$ cat config.mk
export PLATFORM = sky130hd
export DESIGN_NAME = chg_pwr_limiter
export DESIGN_NICKNAME = d
export VERILOG_FILES = /design/src/rtl/plim_pkg.sv /design/src/rtl/plim_timebase.sv /design/src/rtl/plim_duty_calc.sv /design/src/rtl/plim_pwm.sv /design/src/rtl/chg_pwr_limiter.sv
export SDC_FILE = /design/constraint.sdc
export NUM_CORES = 1
export LEC_CHECK = 0
export ABC_CLOCK_PERIOD_IN_PS = 215000
export BUFFER_PORTS_ARGS = -buffer_cell sky130_fd_sc_hd__buf_2
export CAP_MARGIN = 0
export CORE_MARGIN = 2
export CORE_UTILIZATION = 40
export CTS_CLUSTER_SIZE = 40
export DETAILED_ROUTE_END_ITERATION = 8
export PLACE_DENSITY = 0.54
export SYNTH_ARGS = -nofsm -noshare
export SYNTH_HDL_FRONTEND = slang
export SYNTH_SLANG_ARGS = --single-unit
$ cat constraint.sdc
create_clock -name clk -period 215 [get_ports clk]
set_input_delay 32.25 -clock clk [delete_from_list [all_inputs] [get_ports clk]]
set_output_delay 32.25 -clock clk [all_outputs]
set_load 0.02 [all_outputs]
$ cat src/rtl/plim_pkg.sv
// Shared constants and helpers for the charger power limiter.
package plim_pkg;
    localparam int PCT    = 100;  // PWM steps per period, duty in percent
    localparam int DUTY_W = 7;    // holds 0..100
    typedef logic [DUTY_W-1:0] duty_t;

    // Budget in milliwatts for a 2-bit code.
    function automatic int budget_mw(input logic [1:0] code);
        return 600 + 200 * int'(code);
    endfunction
endpackage

$ cat src/rtl/plim_timebase.sv
// Millisecond timebase: position inside the control period and the
// start-up blanking flag. Assumes tick is a single-cycle pulse.
// Everything is held at zero while run is low.
module plim_timebase #(
    parameter int PERIOD_MS = 500,
    parameter int BLANK_MS  = 1500,
    localparam int MS_W = $clog2(PERIOD_MS),
    localparam int EL_W = $clog2(BLANK_MS + 1)
) (
    input  logic            clk,
    input  logic            rst_n,
    input  logic            run,
    input  logic            tick,
    output logic [MS_W-1:0] ms_cnt,
    output logic            period_end,
    output logic            blanking
);
    logic [EL_W-1:0] elapsed;

    assign period_end = run && tick && (ms_cnt == MS_W'(PERIOD_MS - 1));
    assign blanking   = elapsed < EL_W'(BLANK_MS);

    // Advance period position and saturating elapsed time on each tick.
    always_ff @(posedge clk) begin
        if (!rst_n || !run) begin
            ms_cnt  <= '0;
            elapsed <= '0;
        end else if (tick) begin
            ms_cnt <= period_end ? '0 : ms_cnt + 1'b1;
            if (blanking) elapsed <= elapsed + 1'b1;
        end
    end

    a_r3_period_wrap: assert property (@(posedge clk) disable iff (!rst_n)
        period_end |=> (ms_cnt == '0));
endmodule

$ cat src/rtl/plim_duty_calc.sv
// Combinational power and duty estimate: power = v*i, duty =
// floor(100*limit/power), saturated at 100. Assumes the limit is nonzero.
module plim_duty_calc
    import plim_pkg::*;
#(
    parameter int CODE_W     = 10,
    parameter int PWR_LSB_UW = 2000,
    parameter int MIN_DUTY   = 10,
    localparam int PWR_W = 2 * CODE_W
) (
    input  logic [1:0]        budget_code,
    input  logic [CODE_W-1:0] v_code,
    input  logic [CODE_W-1:0] i_code,
    output duty_t             duty,
    output logic              below_min
);
    logic [PWR_W-1:0] power;
    logic [31:0]      lim_units;
    logic [31:0]      quot;

    // Compute power, the budget in product units and the affordable duty.
    always_comb begin
        power     = {{CODE_W{1'b0}}, v_code} * {{CODE_W{1'b0}}, i_code};
        lim_units = 32'(budget_mw(budget_code) * 1000 / PWR_LSB_UW);
        quot      = '0;
        if (32'(power) <= lim_units) begin
            duty = DUTY_W'(PCT);
        end else begin
            quot = (lim_units * 32'(PCT)) / 32'(power);
            duty = DUTY_W'(quot);
        end
        below_min = duty < DUTY_W'(MIN_DUTY);
    end
endmodule

$ cat src/rtl/plim_pwm.sv
// Holds the applied duty (loaded only at period boundaries) and turns
// the period position into a 100-step on/off pattern. Duty resets to 100.
module plim_pwm
    import plim_pkg::*;
#(
    parameter int PERIOD_MS = 500,
    localparam int MS_W    = $clog2(PERIOD_MS),
    localparam int STEP_MS = PERIOD_MS / PCT
) (
    input  logic            clk,
    input  logic            rst_n,
    input  logic            run,
    input  logic            load,
    input  duty_t           duty_in,
    input  logic [MS_W-1:0] ms_cnt,
    output duty_t           duty_q,
    output logic            pwm_on
);
    logic [MS_W-1:0] step;

    assign step   = ms_cnt / MS_W'(STEP_MS);
    assign pwm_on = 32'(step) < 32'(duty_q);

    // Capture the new duty at each boundary; full duty when idle.
    always_ff @(posedge clk) begin
        if (!rst_n || !run) duty_q <= DUTY_W'(PCT);
        else if (load)      duty_q <= duty_in;
    end

    a_r3_duty_hold: assert property (@(posedge clk) disable iff (!rst_n)
        (run && !load) |=> $stable(duty_q));
endmodule

$ cat src/rtl/chg_pwr_limiter.sv
// Charger power dissipation limiter top. Assumes vdrop/ichg codes are
// already sampled and stable around period boundaries and that tick_1ms
// is a one-cycle pulse. Latches a min-duty fault until chg_en drops.
module chg_pwr_limiter
    import plim_pkg::*;
#(
    parameter int CODE_W     = 10,
    parameter int PERIOD_MS  = 500,
    parameter int BLANK_MS   = 1500,
    parameter int MIN_DUTY   = 10,
    parameter int PWR_LSB_UW = 2000,
    localparam int MS_W = $clog2(PERIOD_MS)
) (
    input  logic              clk,
    input  logic              rst_n,
    input  logic              tick_1ms,
    input  logic              chg_en,
    input  logic              lim_dis,
    input  logic              factory_mode,
    input  logic              reverse_mode,
    input  logic [1:0]        budget_code,
    input  logic [CODE_W-1:0] vdrop_code,
    input  logic [CODE_W-1:0] ichg_code,
    output logic              drv_gate,
    output logic              bypass_on,
    output logic              chg_path_en,
    output logic              fault_irq,
    output logic [1:0]        fault_code
);
    logic [MS_W-1:0] ms_cnt;
    logic            period_end, blanking, pwm_on, below_min;
    logic            lim_off, limiting, fault_q, irq_q, trip;
    duty_t           duty_est, duty_q;

    plim_timebase #(.PERIOD_MS(PERIOD_MS), .BLANK_MS(BLANK_MS)) u_tb (
        .clk(clk), .rst_n(rst_n), .run(chg_en), .tick(tick_1ms),
        .ms_cnt(ms_cnt), .period_end(period_end), .blanking(blanking));

    plim_duty_calc #(.CODE_W(CODE_W), .PWR_LSB_UW(PWR_LSB_UW),
                     .MIN_DUTY(MIN_DUTY)) u_calc (
        .budget_code(budget_code), .v_code(vdrop_code), .i_code(ichg_code),
        .duty(duty_est), .below_min(below_min));

    plim_pwm #(.PERIOD_MS(PERIOD_MS)) u_pwm (
        .clk(clk), .rst_n(rst_n), .run(chg_en), .load(period_end),
        .duty_in(duty_est), .ms_cnt(ms_cnt), .duty_q(duty_q), .pwm_on(pwm_on));

    assign lim_off     = lim_dis || factory_mode || reverse_mode;
    assign trip        = chg_en && !lim_off && period_end && below_min && !fault_q;
    assign chg_path_en = chg_en && !fault_q;
    assign limiting    = chg_path_en && !lim_off && !blanking;
    assign drv_gate    = chg_path_en && (!limiting || pwm_on);
    assign bypass_on   = limiting && (duty_q < DUTY_W'(PCT));
    assign fault_irq   = irq_q;
    assign fault_code  = fault_q ? 2'b01 : 2'b00;

    // Latch the min-duty fault and emit a single-cycle interrupt.
    always_ff @(posedge clk) begin
        if (!rst_n || !chg_en) begin
            fault_q <= 1'b0;
            irq_q   <= 1'b0;
        end else begin
            irq_q <= trip;
            if (trip) fault_q <= 1'b1;
        end
    end

    a_r6_irq_single: assert property (@(posedge clk) disable iff (!rst_n)
        fault_irq |=> !fault_irq);
    a_r6_code_with_irq: assert property (@(posedge clk) disable iff (!rst_n)
        fault_irq |-> (fault_code == 2'b01));
    a_r7_off_in_fault: assert property (@(posedge clk) disable iff (!rst_n)
        (fault_code != 2'b00) |-> (!drv_gate && !chg_path_en));
    a_r7_clear: assert property (@(posedge clk) disable iff (!rst_n)
        !chg_en |=> (fault_code == 2'b00));
    a_r8_full_drive: assert property (@(posedge clk) disable iff (!rst_n)
        (lim_dis && chg_path_en) |-> (drv_gate && !bypass_on));
    a_r9_bypass_ctx: assert property (@(posedge clk) disable iff (!rst_n)
        bypass_on |-> (chg_path_en && !blanking));
    a_r4_blank_full: assert property (@(posedge clk) disable iff (!rst_n)
        (blanking && chg_path_en) |-> drv_gate);
endmodule

==> flow_metrics.env <==
export IMPL_outcome="finished, final reports clean"
export IMPL_critPathMostFrequentCell="o21a_1"
export IMPL_cp_startpoint="budget_code[0]"
export IMPL_drt_iter0_drc=2423
export IMPL_muxShareOfSynthArea_pct=5.02
export IMPL_synth_cells=4664
export IMPL_fp_coreArea_mm2=0.0821
export IMPL_antenna_found_initial=2
export IMPL_critPathCapture="u_pwm.duty_q[0]"
export IMPL_synthAdderAreaFrac_pct=25.5
export IMPL_min_period_ps=153200
export IMPL_layout_common_cells="568 x ha_1, 445 x nand2_1, 442 x nor2_1"
export IMPL_ys_flop_type="dfxtp_1"
export IMPL_grt_pass1_wl_mm=176
export IMPL_setup_tns_ps=0
export IMPL_rsz0062_at_grt="no"
export IMPL_first_pass_iters=5
export IMPL_cts_root_buf="clkbuf_16"
export IMPL_yosys_warnings=0
export IMPL_grt_max_degree=37
export IMPL_synth_edf_count=0
export IMPL_slew_headroom_pct=19.0
export IMPL_yosys_area_share_simple_pct=28.4
export IMPL_hold_violations=0
export IMPL_ys_types=133
export IMPL_worstSetupPathType="in2reg"
export IMPL_finalMaxSlewViolations=0
export IMPL_clock_latency_ps=270
export IMPL_cts_tree="yes"
export IMPL_regToRegSetupSlack_ps=211720
export IMPL_drc=0
export IMPL_crit_fanout=36
export IMPL_synth_xor_area_share_pct=5.46
export IMPL_clk_pin_slew_worst_paths_ps=60
export IMPL_ant_nets=0
export IMPL_via_per_inst=6.07
export IMPL_fmax_ghz=0.00653
export IMPL_drt_wl_total_mm=110
export IMPL_cts_num_sinks=29
export IMPL_cts_path_max_buffers=2
export IMPL_h_tree_depth=2
export IMPL_required_ps=215140
export IMPL_post_drt_wl_per_cell_um=19.3
export IMPL_async_flop_share_pct=0
export IMPL_setup_viol=0
export IMPL_worstRegToRegCells=9
export IMPL_gr_total_overflow=0
export IMPL_numCtsBuffers=5
export IMPL_drv_cap=0
export IMPL_die_area_mm2=0.0852
export IMPL_start_util_pct=40.4
export IMPL_pin_count=35
export IMPL_yosysSeqAreaShare_pct=1.75
export IMPL_area_delta_synth_final_pct=4.95
export IMPL_cts_resized_gates=0
export IMPL_syn_area_mm2=0.0332
export IMPL_layout_commonest_cell="ha_1"
export IMPL_grt_total_usage_pct=25.1
export IMPL_slowest_stage="nor2_1"
export IMPL_end_kind="register"
export IMPL_finalNetCount=5290
export IMPL_num_rows=105
export IMPL_cp_arrival_ps=153330
export IMPL_period_share_pct=71.3
export IMPL_dieHeight_um=292
export IMPL_synth_compound_area_share_pct=29.7
export IMPL_r2r_end="u_pwm.duty_q[0]"
export IMPL_cts_setup_buffers=0
export IMPL_layout_drive_gt1_share_pct=8.12
export IMPL_slowest_delay_ps=780
export IMPL_grt_pass1_vias=32254
export IMPL_dr_total_vias=34611
export IMPL_finClkSkew_ps=7.70
export IMPL_io_buffers=33
export IMPL_critPathLaunchType="input port"
export IMPL_synth_seq_cells=29
export IMPL_routabilityCongestion=0.948
export IMPL_hold_buffers=0
export IMPL_hpwl_mm=91.1
export IMPL_postSynthAreaPerCell_um2=7.11
export IMPL_synth_top_family_by_area="compound AO/OA/AOI/OAI gates"
export IMPL_hp_class="reg2reg"
export IMPL_dieWidth_um=292
export IMPL_tightest_slew_ps=1180
export IMPL_r2r_start="u_tb.ms_cnt[1]"
## per-layer routing
metal / vias to the layer above / share of wire, % / track usage, %
met5: - / 0 / 0
met4: 0 / 1.6 / 3.41
met3: 109 / 5.5 / 2.14
met2: 900 / 44 / 41.2
met1: 16235 / 49 / 36.2
li1: 17367 / - / -
## worst max-delay path, delay by kind of cell
family / cells / cell delay, ps
AND/OR/NAND/NOR: 117 / 23050
XOR/XNOR: 1 / 100
AO/OA/AOI/OAI: 369 / 78570
multiplexers: 7 / 2580
adder cells (fa/ha/maj): 40 / 12060
buffers and inverters: 21 / 4350
## area by class of cell
type	instances	area, um2
fillers	8656	47300
well taps	1070	1340
clock inverters	3	46.3
clock buffers	5	125
inverters	202	758
repair buffers	102	683
flip-flops and latches	29	581
diodes	2	5.00
multi-input cells	4287	31300
## cell usage after synthesis, types with 38 or more instances
master	instances	share of area, %
o21a_1	309	7.0
ha_1	568	21
nor3_1	333	5.0
a31oi_1	54	1.0
a21o_1	87	2.0
and2_1	85	1.6
mux2_2	99	3.4
a21oi_1	237	3.6
fa_1	66	4.0
o21ai_0	228	3.4
xor2_1	77	2.0
nand2b_1	72	1.4
nand3_1	116	1.8
nand2_1	446	5.0
or3_1	54	1.0
mux2i_1	44	1.3
nor2b_1	56	1.1
clkbuf_1	108	1.2
or2_2	38	0.72
nor2_1	444	5.0
o31ai_1	112	2.5
xnor2_1	124	3.3
inv_1	197	2.2
nand4_1	62	1.2
## registers in the layout, summed over array words and instances (netlist names)
name,cells
fault_q,1
u_tb.ms_cnt,9
u_pwm.duty_q,7
fault_irq,1
u_tb.elapsed,11
## worst min path at each step
stage | end | cells past startpoint | startpoint | slack (ps)
5_1_grt | u_pwm.duty_q[5] | 2 | u_pwm.duty_q[5] | 510
2_1_floorplan | u_tb.elapsed[10] | 2 | u_tb.elapsed[10] | 430
3_3_place_gp | u_tb.elapsed[10] | 2 | u_tb.elapsed[10] | 440
4_1_cts | u_tb.elapsed[10] | 2 | u_tb.elapsed[10] | 470
6_report | u_tb.elapsed[10] | 2 | u_tb.elapsed[10] | 460
3_5_place_dp | u_tb.elapsed[10] | 2 | u_tb.elapsed[10] | 460
## kinds of logic after synthesis
| kind of cell | Yosys count |
|---|---|
| xor gates and xnor gates | 204 |
| AOI/OAI and AO/OA | 1402 |
| other | 2 |
| buffers and inverters | 353 |
| and+or+nand+nor | 1885 |
| DFF | 29 |
| muxes | 152 |
| adders and majority gates | 637 |
## metrics by stage
stage,utilization (%),cell area (um2),hold slack [ps],worst slack [ps],std cells
6_report,42.4,34800,465,61800,5700
5_1_grt,42.4,34800,514,51310,5698
4_1_cts,42.4,34800,469,63100,5698
3_5_place_dp,42.2,34600,456,63640,5690
3_3_place_gp,42.2,34600,444,64500,5690
2_1_floorplan,-,33200,430,73420,4669
Power is not shown: default switching activity piles up to over one toggle a cycle in this logic, so the estimate is an artifact.
